**src/rtl/adc_scan_pkg.sv**
```systemverilog
package adc_scan_pkg;

   localparam int unsigned SMP_W = 10;

   typedef enum logic [1:0] {
      ST_IDLE    = 2'd0,
      ST_SAMPLE  = 2'd1,
      ST_CONVERT = 2'd2,
      ST_STORE   = 2'd3
   } seq_state_t;

   // raw code minus offset, clamped at zero
   function automatic logic [SMP_W-1:0] offset_fix(input logic [SMP_W-1:0] raw,
                                                   input logic [SMP_W-1:0] off);
      offset_fix = (raw > off) ? (raw - off) : '0;
   endfunction

   // narrow to 8 significant bits when requested
   function automatic logic [SMP_W-1:0] fit_res(input logic [SMP_W-1:0] v,
                                                input logic narrow);
      fit_res = narrow ? {2'b00, v[SMP_W-1:2]} : v;
   endfunction

endpackage

```
**src/rtl/adc_seq_ctrl.sv**
```systemverilog
module adc_seq_ctrl
   import adc_scan_pkg::*;
#(
   parameter int unsigned NCH      = 8,
   parameter int unsigned LIST_LEN = 8,
   parameter int unsigned CNTW     = 8,
   localparam int unsigned CHW     = $clog2(NCH),
   localparam int unsigned IW      = $clog2(LIST_LEN),
   localparam int unsigned LLW     = $clog2(LIST_LEN + 1)
) (
   input  logic                    clk,
   input  logic                    rst_n,
   input  logic                    scan_go,
   input  logic                    continuous,
   input  logic [CNTW-1:0]         sample_clks,
   input  logic [CNTW-1:0]         convert_clks,
   input  logic [LLW-1:0]          list_len,
   input  logic [LIST_LEN*CHW-1:0] list_chan,
   input  logic                    conv_done,
   input  logic [SMP_W-1:0]        conv_data,
   output logic                    conv_sample,
   output logic [CHW-1:0]          conv_chan,
   output logic                    busy,
   output logic                    scan_done,
   output logic                    store_stb,
   output logic [CHW-1:0]          store_ch,
   output logic [SMP_W-1:0]        store_raw
);

   if (LIST_LEN < 2) begin : g_bad_list
      $error("adc_seq_ctrl: LIST_LEN must be at least 2");
   end
   if (CNTW < 1) begin : g_bad_cnt
      $error("adc_seq_ctrl: CNTW must be at least 1");
   end

   seq_state_t       state;
   logic [IW-1:0]    idx;
   logic [CNTW-1:0]  cnt;
   logic             done_seen;
   logic [SMP_W-1:0] raw_q;

   logic [CHW-1:0]   entry [LIST_LEN];

   for (genvar g = 0; g < LIST_LEN; g++) begin : g_unpack
      assign entry[g] = list_chan[g*CHW +: CHW];
   end

   logic [CNTW:0] cnt_inc;
   logic          sample_hit;
   logic          conv_hit;
   logic          have_done;
   logic [LLW:0]  idx_inc;
   logic          last_entry;

   always_comb begin
      cnt_inc    = {1'b0, cnt} + (CNTW+1)'(1);
      sample_hit = cnt_inc >= {1'b0, sample_clks};
      conv_hit   = cnt_inc >= {1'b0, convert_clks};
      have_done  = done_seen | conv_done;
      idx_inc    = {{(LLW+1-IW){1'b0}}, idx} + (LLW+1)'(1);
      last_entry = (idx_inc >= {1'b0, list_len}) || (idx == IW'(LIST_LEN - 1));
   end

   always_ff @(posedge clk) begin
      if (!rst_n) begin
         state     <= ST_IDLE;
         idx       <= '0;
         cnt       <= '0;
         done_seen <= 1'b0;
         raw_q     <= '0;
         scan_done <= 1'b0;
      end else begin
         case (state)
            ST_IDLE: begin
               if (scan_go) begin
                  state     <= ST_SAMPLE;
                  idx       <= '0;
                  cnt       <= '0;
                  scan_done <= 1'b0;
               end
            end
            ST_SAMPLE: begin
               if (sample_hit) begin
                  state     <= ST_CONVERT;
                  cnt       <= '0;
                  done_seen <= 1'b0;
               end else begin
                  cnt <= cnt + 1'b1;
               end
            end
            ST_CONVERT: begin
               if (conv_done) begin
                  raw_q     <= conv_data;
                  done_seen <= 1'b1;
               end
               if (conv_hit && have_done) begin
                  state <= ST_STORE;
               end else if (!conv_hit) begin
                  cnt <= cnt + 1'b1;
               end
            end
            ST_STORE: begin
               cnt <= '0;
               if (last_entry) begin
                  scan_done <= 1'b1;
                  idx       <= '0;
                  state     <= continuous ? ST_SAMPLE : ST_IDLE;
               end else begin
                  idx   <= idx + 1'b1;
                  state <= ST_SAMPLE;
               end
            end
            default: state <= ST_IDLE;
         endcase
      end
   end

   assign conv_sample = (state == ST_SAMPLE);
   assign conv_chan   = entry[idx];
   assign busy        = (state != ST_IDLE);
   assign store_stb   = (state == ST_STORE);
   assign store_ch    = entry[idx];
   assign store_raw   = raw_q;

endmodule

```
**src/rtl/adc_result_bank.sv**
```systemverilog
module adc_result_bank
   import adc_scan_pkg::*;
#(
   parameter int unsigned NCH  = 8,
   localparam int unsigned CHW = $clog2(NCH)
) (
   input  logic                 clk,
   input  logic                 rst_n,
   input  logic                 store_stb,
   input  logic [CHW-1:0]       store_ch,
   input  logic [SMP_W-1:0]     store_raw,
   input  logic [SMP_W-1:0]     zero_off,
   input  logic                 res8,
   output logic [NCH*SMP_W-1:0] result_flat,
   output logic [NCH-1:0]       result_valid,
   output logic [SMP_W-1:0]     fixed_val
);

   if (NCH < 2) begin : g_bad_nch
      $error("adc_result_bank: NCH must be at least 2");
   end

   assign fixed_val = fit_res(offset_fix(store_raw, zero_off), res8);

   for (genvar g = 0; g < NCH; g++) begin : g_chan
      logic hit;
      assign hit = store_stb && (store_ch == CHW'(g));

      always_ff @(posedge clk) begin
         if (!rst_n) begin
            result_flat[g*SMP_W +: SMP_W] <= '0;
            result_valid[g]               <= 1'b0;
         end else if (hit) begin
            result_flat[g*SMP_W +: SMP_W] <= fixed_val;
            result_valid[g]               <= 1'b1;
         end
      end
   end

endmodule

```
**src/rtl/adc_thresh_track.sv**
```systemverilog
module adc_thresh_track
   import adc_scan_pkg::*;
#(
   parameter int unsigned NCH  = 8,
   localparam int unsigned CHW = $clog2(NCH)
) (
   input  logic             clk,
   input  logic             rst_n,
   input  logic             thr_en,
   input  logic [SMP_W-1:0] thresh,
   input  logic             res8,
   input  logic             upd_stb,
   input  logic [CHW-1:0]   upd_ch,
   input  logic [SMP_W-1:0] upd_val,
   output logic             thr_irq,
   output logic [CHW-1:0]   thr_chan,
   output logic             thr_dir
);

   logic [NCH-1:0]   ref_ok;
   logic [NCH-1:0]   above_q;
   logic [SMP_W-1:0] level;
   logic             now_above;

   always_comb begin
      level     = fit_res(thresh, res8);
      now_above = (upd_val >= level);
   end

   always_ff @(posedge clk) begin
      if (!rst_n) begin
         ref_ok   <= '0;
         above_q  <= '0;
         thr_irq  <= 1'b0;
         thr_chan <= '0;
         thr_dir  <= 1'b0;
      end else if (!thr_en) begin
         ref_ok  <= '0;
         thr_irq <= 1'b0;
      end else if (upd_stb) begin
         ref_ok[upd_ch]  <= 1'b1;
         above_q[upd_ch] <= now_above;
         thr_irq         <= ref_ok[upd_ch] && (above_q[upd_ch] != now_above);
         thr_chan        <= upd_ch;
         thr_dir         <= now_above;
      end else begin
         thr_irq <= 1'b0;
      end
   end

endmodule

```
**src/rtl/adc_scan_seq.sv**
```systemverilog
module adc_scan_seq
   import adc_scan_pkg::*;
#(
   parameter int unsigned NCH      = 8,
   parameter int unsigned LIST_LEN = 8,
   parameter int unsigned CNTW     = 8,
   localparam int unsigned CHW     = $clog2(NCH),
   localparam int unsigned LLW     = $clog2(LIST_LEN + 1)
) (
   input  logic                    clk,
   input  logic                    rst_n,
   input  logic                    scan_go,
   input  logic                    continuous,
   input  logic                    res8,
   input  logic [CNTW-1:0]         sample_clks,
   input  logic [CNTW-1:0]         convert_clks,
   input  logic [LLW-1:0]          list_len,
   input  logic [LIST_LEN*CHW-1:0] list_chan,
   input  logic [SMP_W-1:0]        zero_off,
   input  logic                    thr_en,
   input  logic [SMP_W-1:0]        thresh,
   output logic                    conv_sample,
   output logic [CHW-1:0]          conv_chan,
   input  logic                    conv_done,
   input  logic [SMP_W-1:0]        conv_data,
   output logic                    busy,
   output logic                    scan_done,
   output logic [NCH*SMP_W-1:0]    result_flat,
   output logic [NCH-1:0]          result_valid,
   output logic                    thr_irq,
   output logic [CHW-1:0]          thr_chan,
   output logic                    thr_dir
);

   logic             store_stb;
   logic [CHW-1:0]   store_ch;
   logic [SMP_W-1:0] store_raw;
   logic [SMP_W-1:0] fixed_val;

   adc_seq_ctrl #(
      .NCH      (NCH),
      .LIST_LEN (LIST_LEN),
      .CNTW     (CNTW)
   ) u_ctrl (
      .clk          (clk),
      .rst_n        (rst_n),
      .scan_go      (scan_go),
      .continuous   (continuous),
      .sample_clks  (sample_clks),
      .convert_clks (convert_clks),
      .list_len     (list_len),
      .list_chan    (list_chan),
      .conv_done    (conv_done),
      .conv_data    (conv_data),
      .conv_sample  (conv_sample),
      .conv_chan    (conv_chan),
      .busy         (busy),
      .scan_done    (scan_done),
      .store_stb    (store_stb),
      .store_ch     (store_ch),
      .store_raw    (store_raw)
   );

   adc_result_bank #(
      .NCH (NCH)
   ) u_bank (
      .clk          (clk),
      .rst_n        (rst_n),
      .store_stb    (store_stb),
      .store_ch     (store_ch),
      .store_raw    (store_raw),
      .zero_off     (zero_off),
      .res8         (res8),
      .result_flat  (result_flat),
      .result_valid (result_valid),
      .fixed_val    (fixed_val)
   );

   adc_thresh_track #(
      .NCH (NCH)
   ) u_thr (
      .clk      (clk),
      .rst_n    (rst_n),
      .thr_en   (thr_en),
      .thresh   (thresh),
      .res8     (res8),
      .upd_stb  (store_stb),
      .upd_ch   (store_ch),
      .upd_val  (fixed_val),
      .thr_irq  (thr_irq),
      .thr_chan (thr_chan),
      .thr_dir  (thr_dir)
   );

endmodule

```
**config.mk**
```make
export PLATFORM = sky130hd
export DESIGN_NAME = adc_scan_seq
export DESIGN_NICKNAME = d
export VERILOG_FILES = /design/src/rtl/adc_scan_pkg.sv /design/src/rtl/adc_seq_ctrl.sv /design/src/rtl/adc_result_bank.sv /design/src/rtl/adc_thresh_track.sv /design/src/rtl/adc_scan_seq.sv
export SDC_FILE = /design/constraint.sdc
export NUM_CORES = 1
export LEC_CHECK = 0
export ABC_AREA = 1
export BUFFER_PORTS_ARGS = -buffer_cell sky130_fd_sc_hd__buf_2
export CAP_MARGIN = 15
export CORE_MARGIN = 4
export CORE_UTILIZATION = 50
export CTS_CLUSTER_SIZE = 8
export DETAILED_ROUTE_END_ITERATION = 10
export PLACE_DENSITY = 0.87
export RECOVER_POWER = 25
export SYNTH_ARGS = -nofsm -noshare
export SYNTH_HDL_FRONTEND = slang
export SYNTH_SLANG_ARGS = --single-unit
```
**constraint.sdc**
```tcl
create_clock -name clk -period 6.13 [get_ports clk]
set_clock_uncertainty 0.1 [all_clocks]
set_input_delay 0.3065 -clock clk [delete_from_list [all_inputs] [get_ports clk]]
set_output_delay 0.3065 -clock clk [all_outputs]
set_load 0.02 [all_outputs]
```
==> flow_summary.yaml, run 1 <==
global_route:
  grt_start_max_net_pins: 89
  antenna_found_initial: 0
  gr-usage-all-layers_pct: 24.0
  overflow: 0
  grt_pass1_wl_microns: 31900
  grt_pass1_vias: 6660
timing:
  relSlewSlack_pct: 45.5
  period_share_pct: 65.7
  hold_viol_final: 0
  fin_crit_ps: 4030
  rsz0062_at_grt: "no"
  setup_tns_ps: 0
  slew_viol_final: 0
  finalSetupViolCount: 0
  tightest_slew_ps: 813
  setup_ws_ps: 2100
  fmax_ghz: 0.248
detailed_routing:
  num_vias: 7063
  drc: 0
  routed_wl_microns: 19600
  ant_nets: 0
  drt_first_iter_violations: 543
  wl_per_cell_microns: 14.4
  drt-vias-per-instance: 5.19
  firstDrtPassIters: 5
floorplanning:
  dieArea_sq_um: 16300
  die_y_microns: 128
  initial_utilization_pct: 51.3
  rows: 43
  design.core.area_sq_um: 14000
  io_pins: 180
  die_w_microns: 128
logic_synthesis:
  synthSimpleGateAreaFrac_pct: 24.4
  syn_inst: 1005
  synth_xor_xnor_area_share_pct: 1.22
  synth_fa_ha_area_share_pct: 8.64
  synth-compound-area-share_pct: 17.9
  synthMuxAreaShare_pct: 0.279
  synth_top_family_by_area: "simple AND/OR/NAND/NOR gates"
  synth-seq-area-share_pct: 37.4
  synth-edff-count: 0
  netlist_area_sq_um: 7180
  async_reset_ff_share_pct: 0
  synth_nets: 1135
  syn_avg_cell_area_sq_um: 7.15
  synthFlopType: "dfxtp_1"
  ys_ff_latch: 134
  synth.distinct_cells: 44
  yosysWarnings: 0
critical_path:
  start_kind: "register"
  worstSetupEndpointType: "register"
  worst-setup-path-type: "register to register"
  worstPathRequired_ps: 6340
  cp.arrival_ps: 4240
  path_max_fanout: 9
clock_network:
  cts_buffers: 17
  root_buffer: "clkbuf_16"
  post-cts-setup-buffers: 0
  postCtsHoldBufs: 0
  clkLatencyLatePin_ps: 420
  clock_sinks: 134
  cts_htree_levels: 4
  cts_tree: "built"
  cts_resized: 0
  clockBufferDepth: 2
  clk_pin_slew_ps: 60
finish:
  area_growth_pct: 19.4
  drive_gt1_share_pct: 16.5
  antennaDiodeCount: 0
  nets: 1299
power_and_ir_drop:
  p_per_area_nw_per_um2: 361
  power_w: 0.00310
  leakagePower_nw: 4.31
  irDropWorstVdd_v: 0.000183
status:
  status: "finished clean"
placed_design:
  dp_worst_setup_slack_ps: 2110
  io_buffers: 179
  dp_hpwl_microns: 14100
  gp_congestion: 0.895
min_path:
  hp-class: "primary input to register"
run:
  drv_cap: 0
final timing paths:
| check | startpoint | to | slack (ps) | cells past startpoint |
|---|---|---|---|---|
| worst max-delay path | u_ctrl.store_raw[0]$_SDFFE_PN0P_ | u_thr.above_q[0]$_SDFFE_PN0P_ | 2100 | 17 |
| worst min-delay path | conv_data[5] | u_ctrl.store_raw[5]$_SDFFE_PN0P_ | 40 | 3 |
| worst max register to register | u_ctrl.store_raw[0]$_SDFFE_PN0P_ | u_thr.above_q[0]$_SDFFE_PN0P_ | 2100 | 17 |
| worst min register to register | u_thr.ref_ok[1]$_SDFFE_PN0P_ | u_thr.ref_ok[1]$_SDFFE_PN0P_ | 360 | 2 |
routing by layer:
layer  wire length, microns  vias to the layer above  GRT usage (%)
met3                   1500                       35           6.13
met2                   9030                      245           39.3
met5                      0                        -              0
met4                    401                        0           8.18
li1                       -                     3600              -
met1                   8660                     3183           30.7
worst max-delay path, cell delays in order (launching register included):
cell      delay, ps
dfxtp_1         300
inv_1            80
ha_1            170
inv_1            70
fa_1            410
nand4_1         110
nand3_1         100
nand2_1         170
or2_0           560
inv_1           110
ha_1            330
inv_1            60
nor2_1           30
o211ai_1        150
nand3_1          90
a31oi_1         620
inv_1           210
o21a_1          240
metrics by stage:
step,util (%),instance area (sq um),hold WS (ps),instances
floorplan,-,7180,331,1005
global placement,57.8,8090,343,1330
detailed placement,57.8,8090,353,1330
CTS,61.8,8650,26.1,1362
global route,61.3,8580,37.1,1362
finish,61.3,8580,38.3,1362
registers in the layout, summed over array words and instances, names as in the netlist:
register / count
u_ctrl.store_raw: 10
u_thr.above_q: 8
u_thr.thr_irq: 1
u_ctrl.cnt: 8
u_ctrl.state: 2
u_bank.result_flat: 80
u_ctrl.idx: 3
u_thr.thr_chan: 3
u_ctrl.done_seen: 1
u_thr.ref_ok: 8
u_ctrl.scan_done: 1
u_bank.result_valid: 8
u_thr.thr_dir: 1
where the power goes:
group | switching, W | leakage [nW] | internal, W | total [W]
sequential | 0.0000640 | 1.08 | 0.000945 | 0.00101
combinational | 0.000780 | 2.96 | 0.000334 | 0.00111
clock | 0.000434 | 0.269 | 0.000538 | 0.000972
total | 0.00128 | 4.31 | 0.00182 | 0.00310
cells by family after synthesis:
family / Yosys count
compound gates: 245
xor+xnor: 10
fa+ha+maj: 49
buf+inv: 170
flops: 134
mux: 2
simple gates: 395
cells in the final DEF (no fill, tap or decap), types with 5 or more instances in the layout:
cell and instances:
nand4_1 8, nand2_4 5, nor2_1 150, inv_1 120, nor2_4 7, nor3_1 6
nand2_2 6, dfxtp_1 134, nand2_1 156, clkbuf_16 17, nand3_1 42, o21ai_0 60
o21ai_1 65, xor2_1 7, inv_8 6, a21oi_1 99, clkbuf_1 59, buf_2 121
ha_1 48, inv_2 11
cell usage after synthesis, types with 2 or more instances:
cell type / n / area, sq um
a211oi_1: 2 / 15.0
a21o_1: 4 / 30.0
a21oi_1: 99 / 495
a31oi_1: 3 / 18.8
buf_1: 2 / 7.51
buf_4: 9 / 67.6
buf_6: 8 / 90.1
clkbuf_1: 16 / 60.1
clkinv_1: 2 / 7.51
dfxtp_1: 134 / 2680
ha_1: 48 / 601
inv_1: 120 / 450
inv_2: 11 / 41.3
mux2i_1: 2 / 20.0
nand2_1: 156 / 586
nand2_2: 6 / 37.5
nand2_4: 5 / 56.3
nand3_1: 42 / 210
nand3_2: 3 / 30.0
nand3b_1: 3 / 22.5
nand4_1: 8 / 50.1
nor2_1: 150 / 563
nor2_2: 2 / 12.5
nor2_4: 7 / 78.8
nor2_8: 2 / 40.0
nor3_1: 6 / 30.0
o211ai_1: 3 / 22.5
o21a_1: 4 / 30.0
o21ai_0: 60 / 300
o21ai_1: 65 / 325
o21bai_1: 2 / 15.0
xnor2_1: 3 / 26.3
xor2_1: 7 / 61.3
layout make-up:
| cell class | count | area (sq um) |
|---|---|---|
| fillers | 1289 | 5410 |
| multi-input cells | 701 | 3760 |
| flip-flops and latches | 134 | 2680 |
| repair buffers | 181 | 838 |
| inverters | 134 | 505 |
| clock buffers | 18 | 429 |
| well taps | 180 | 225 |
| clock inverters | 14 | 134 |
Note: power is estimated with default switching activity, not from simulation.
==> run 2, diff against run 1 <==
--- a/config.mk
+++ b/config.mk
@@ -9,10 +9,10 @@
 export BUFFER_PORTS_ARGS = -buffer_cell sky130_fd_sc_hd__buf_2
 export CAP_MARGIN = 15
 export CORE_MARGIN = 4
-export CORE_UTILIZATION = 50
+export CORE_UTILIZATION = 49
 export CTS_CLUSTER_SIZE = 8
 export DETAILED_ROUTE_END_ITERATION = 10
-export PLACE_DENSITY = 0.87
+export PLACE_DENSITY = 0.88
 export RECOVER_POWER = 25
 export SYNTH_ARGS = -nofsm -noshare
 export SYNTH_HDL_FRONTEND = slang
==> constraint.sdc (replaced) <==
create_clock -name clk -period 3.5 [get_ports clk]
set_clock_uncertainty 0.1 [all_clocks]
set_input_delay 0.175 -clock clk [delete_from_list [all_inputs] [get_ports clk]]
set_output_delay 0.175 -clock clk [all_outputs]
set_load 0.02 [all_outputs]
==> flow_summary.yaml, run 2 (synthesis gave the netlist of run 1 again) <==
timing:
  slew_viol_final: 0
  setup_tns_ps: 0
  fmax_ghz: 0.313
  hold_viol_final: 0
  relSlewSlack_pct: 44.1
  period_share_pct: 91.3
  finalSetupViolCount: 0
  tightest_slew_ps: 839
  rsz0062_at_grt: "no"
  fin_crit_ps: 3200
floorplanning:
  die_y_microns: 129
  initial_utilization_pct: 50.9
  die_w_microns: 129
  design.core.area_sq_um: 14100
  rows: 43
  io_pins: 180
  dieArea_sq_um: 16700
clock_network:
  root_buffer: "clkbuf_16"
  clock_sinks: 134
  clk_pin_slew_ps: 60
  cts_buffers: 17
  post-cts-setup-buffers: 0
  clockBufferDepth: 2
  clkLatencyLatePin_ps: 420
  cts_tree: "built"
  cts_htree_levels: 4
placed_design:
  gp_congestion: 0.903
  io_buffers: 179
  dp_cells: 1341
  dp_hpwl_microns: 14300
global_route:
  antenna_found_initial: 0
  overflow: 0
  grt_start_max_net_pins: 51
  grt_pass1_vias: 7039
  gr-usage-all-layers_pct: 24.0
  grt_pass1_wl_microns: 32600
detailed_routing:
  wl_per_cell_microns: 14.6
  firstDrtPassIters: 7
  drt-vias-per-instance: 5.23
  drt_first_iter_violations: 455
  routed_wl_microns: 20100
  drc: 0
  ant_nets: 0
  num_vias: 7229
power_and_ir_drop:
  p_per_area_nw_per_um2: 627
  irDropWorstVdd_v: 0.000349
  clockPowerShare_pct: 31.5
  seqPwrFrac_pct: 31.7
  p_comb_share_pct: 36.7
  leakagePower_nw: 4.41
  p_sw_w: 0.00224
  p_int_w: 0.00327
  switching_share_pct: 40.6
  power_w: 0.00551
status:
  status: "finished clean"
finish:
  regMostFlops: "u_bank.result_flat"
  largest_register_ffs: 80
  final_common_cell: "nand2_1"
  utilization_pct: 62.3
  area_growth_pct: 22.3
  nFillCells: 1252
  drive_gt1_share_pct: 17.2
  stdcell_count: 1383
  nets: 1320
  final_cell_mix: "nand2_1, nor2_1, dfxtp_1"
  antennaDiodeCount: 0
critical_path:
  start_kind: "register"
  worst-setup-path-type: "register to register"
  rr_startpoint: "u_ctrl.store_raw[0]$_SDFFE_PN0P_"
  rrSetupSlack_ps: 300
  cp_slowest_stage_delay_ps: 410
  critical-path-slowest-cell: "fa_1"
  path_buf_inv: 4
  cp_cell_sequence: "inv_1 -> ha_1 -> inv_1 -> fa_1 -> nand2_1 -> nand2_1 -> nand2_1 -> nand2_1 -> nand2_1 -> nand2_1 -> nor2_1 -> nand2_1 -> inv_1 -> ha_1 -> nand2_1 -> nor2_1 -> o211ai_1 -> nand3_1 -> a31oi_4 -> inv_1 -> o21a_1"
  reg2reg_depth: 21
  cpMostUsedCell: "nand2_1"
  critPathTopFamily: "simple AND/OR/NAND/NOR gates"
  path_max_fanout: 4
  reg2reg_to: "u_thr.above_q[1]$_SDFFE_PN0P_"
  worstPathRequired_ps: 3710
  cp.arrival_ps: 3410
  worstSetupEndpointType: "register"
min_path:
  hp-class: "primary input to register"
  hold-path-cell-count: 3
  worstHoldEndpoint: "u_thr.above_q[1]$_SDFFE_PN0P_"
  hp-start: "thr_en"
run:
  drv_cap: 0
==> run 2: cell types whose count changed in the layout (fill, tap and decap cells not counted), sizes merged <==
cell         delta
dlygate4sd3    +10
inv             -2
clkinvlp        -1
buf            +11
bufinv          +1
clkinv          +1
clkbuf          +1
==> run 2: power by group through the flow <==
stage	Clock, W	Combinational, W	Sequential (W)
2_1_floorplan	0	0.00141	0.00185
3_3_place_gp	0	0.00195	0.00177
3_5_place_dp	0	0.00199	0.00178
4_1_cts	0.00176	0.00203	0.00175
5_1_grt	0.00182	0.00225	0.00176
6_report	0.00174	0.00202	0.00175
==> run 2: worst max-delay path by stage <==
stage	from	end	slack (ps)	cells after the start
after global placement	u_ctrl.store_raw[0]$_SDFFE_PN0P_	u_thr.above_q[0]$_SDFFE_PN0P_	230	21
after detailed placement	u_ctrl.store_raw[7]$_SDFFE_PN0P_	u_thr.above_q[1]$_SDFFE_PN0P_	140	18
after CTS	u_ctrl.store_raw[7]$_SDFFE_PN0P_	u_thr.above_q[1]$_SDFFE_PN0P_	110	18
after global routing	u_ctrl.store_raw[7]$_SDFFE_PN0P_	u_thr.above_q[0]$_SDFFE_PN0P_	6	18
final	u_ctrl.store_raw[0]$_SDFFE_PN0P_	u_thr.above_q[1]$_SDFFE_PN0P_	300	21
after floorplan	u_ctrl.store_raw[0]$_SDFFE_PN0P_	u_thr.above_q[0]$_SDFFE_PN0P_	270	18
==> run 2: final cells by class <==
type	instances	area [sq um]	area share, %
tap	180	225	2.56
clock inverter	13	138	1.57
clock buffer	19	433	4.93
multi-input combinational	701	3780	43.0
timing repair buffer	202	1020	11.6
inverter	134	505	5.75
sequential	134	2680	30.5
==> run 2: layer usage <==
layer	global-route usage (%)	up-vias	part of all wire, %
li1	-	3635	-
met1	29.5	3292	42
met2	41.5	266	48
met3	5.32	36	7.3
met4	8.83	0	2.2
met5	0	-	0
==> run 2: stage by stage <==
stage	hold slack [ps]	setup WS, ps	cell area [sq um]
floorplan	242	275	7180
CTS	5.51	113	8840
detailed placement	333	138	8170
finish	9.52	303	8790
global placement	323	235	8170
global route	18.5	5.51	8790
==> run 2: tightest hold or removal path, delay by kind of cell <==
kind                   cells  cell delay [ps]
AO/OA/AOI/OAI              1              100
buffers and inverters      1              130
AND/OR/NAND/NOR            1               90
==> run 2: timing repair <==
item | in CTS | in global routing
endpoints found under the hold margin | 10 | 0
hold buffers | 10 | 0
gates resized for setup | 0 | 3
endpoints found under the setup margin | 0 | 9
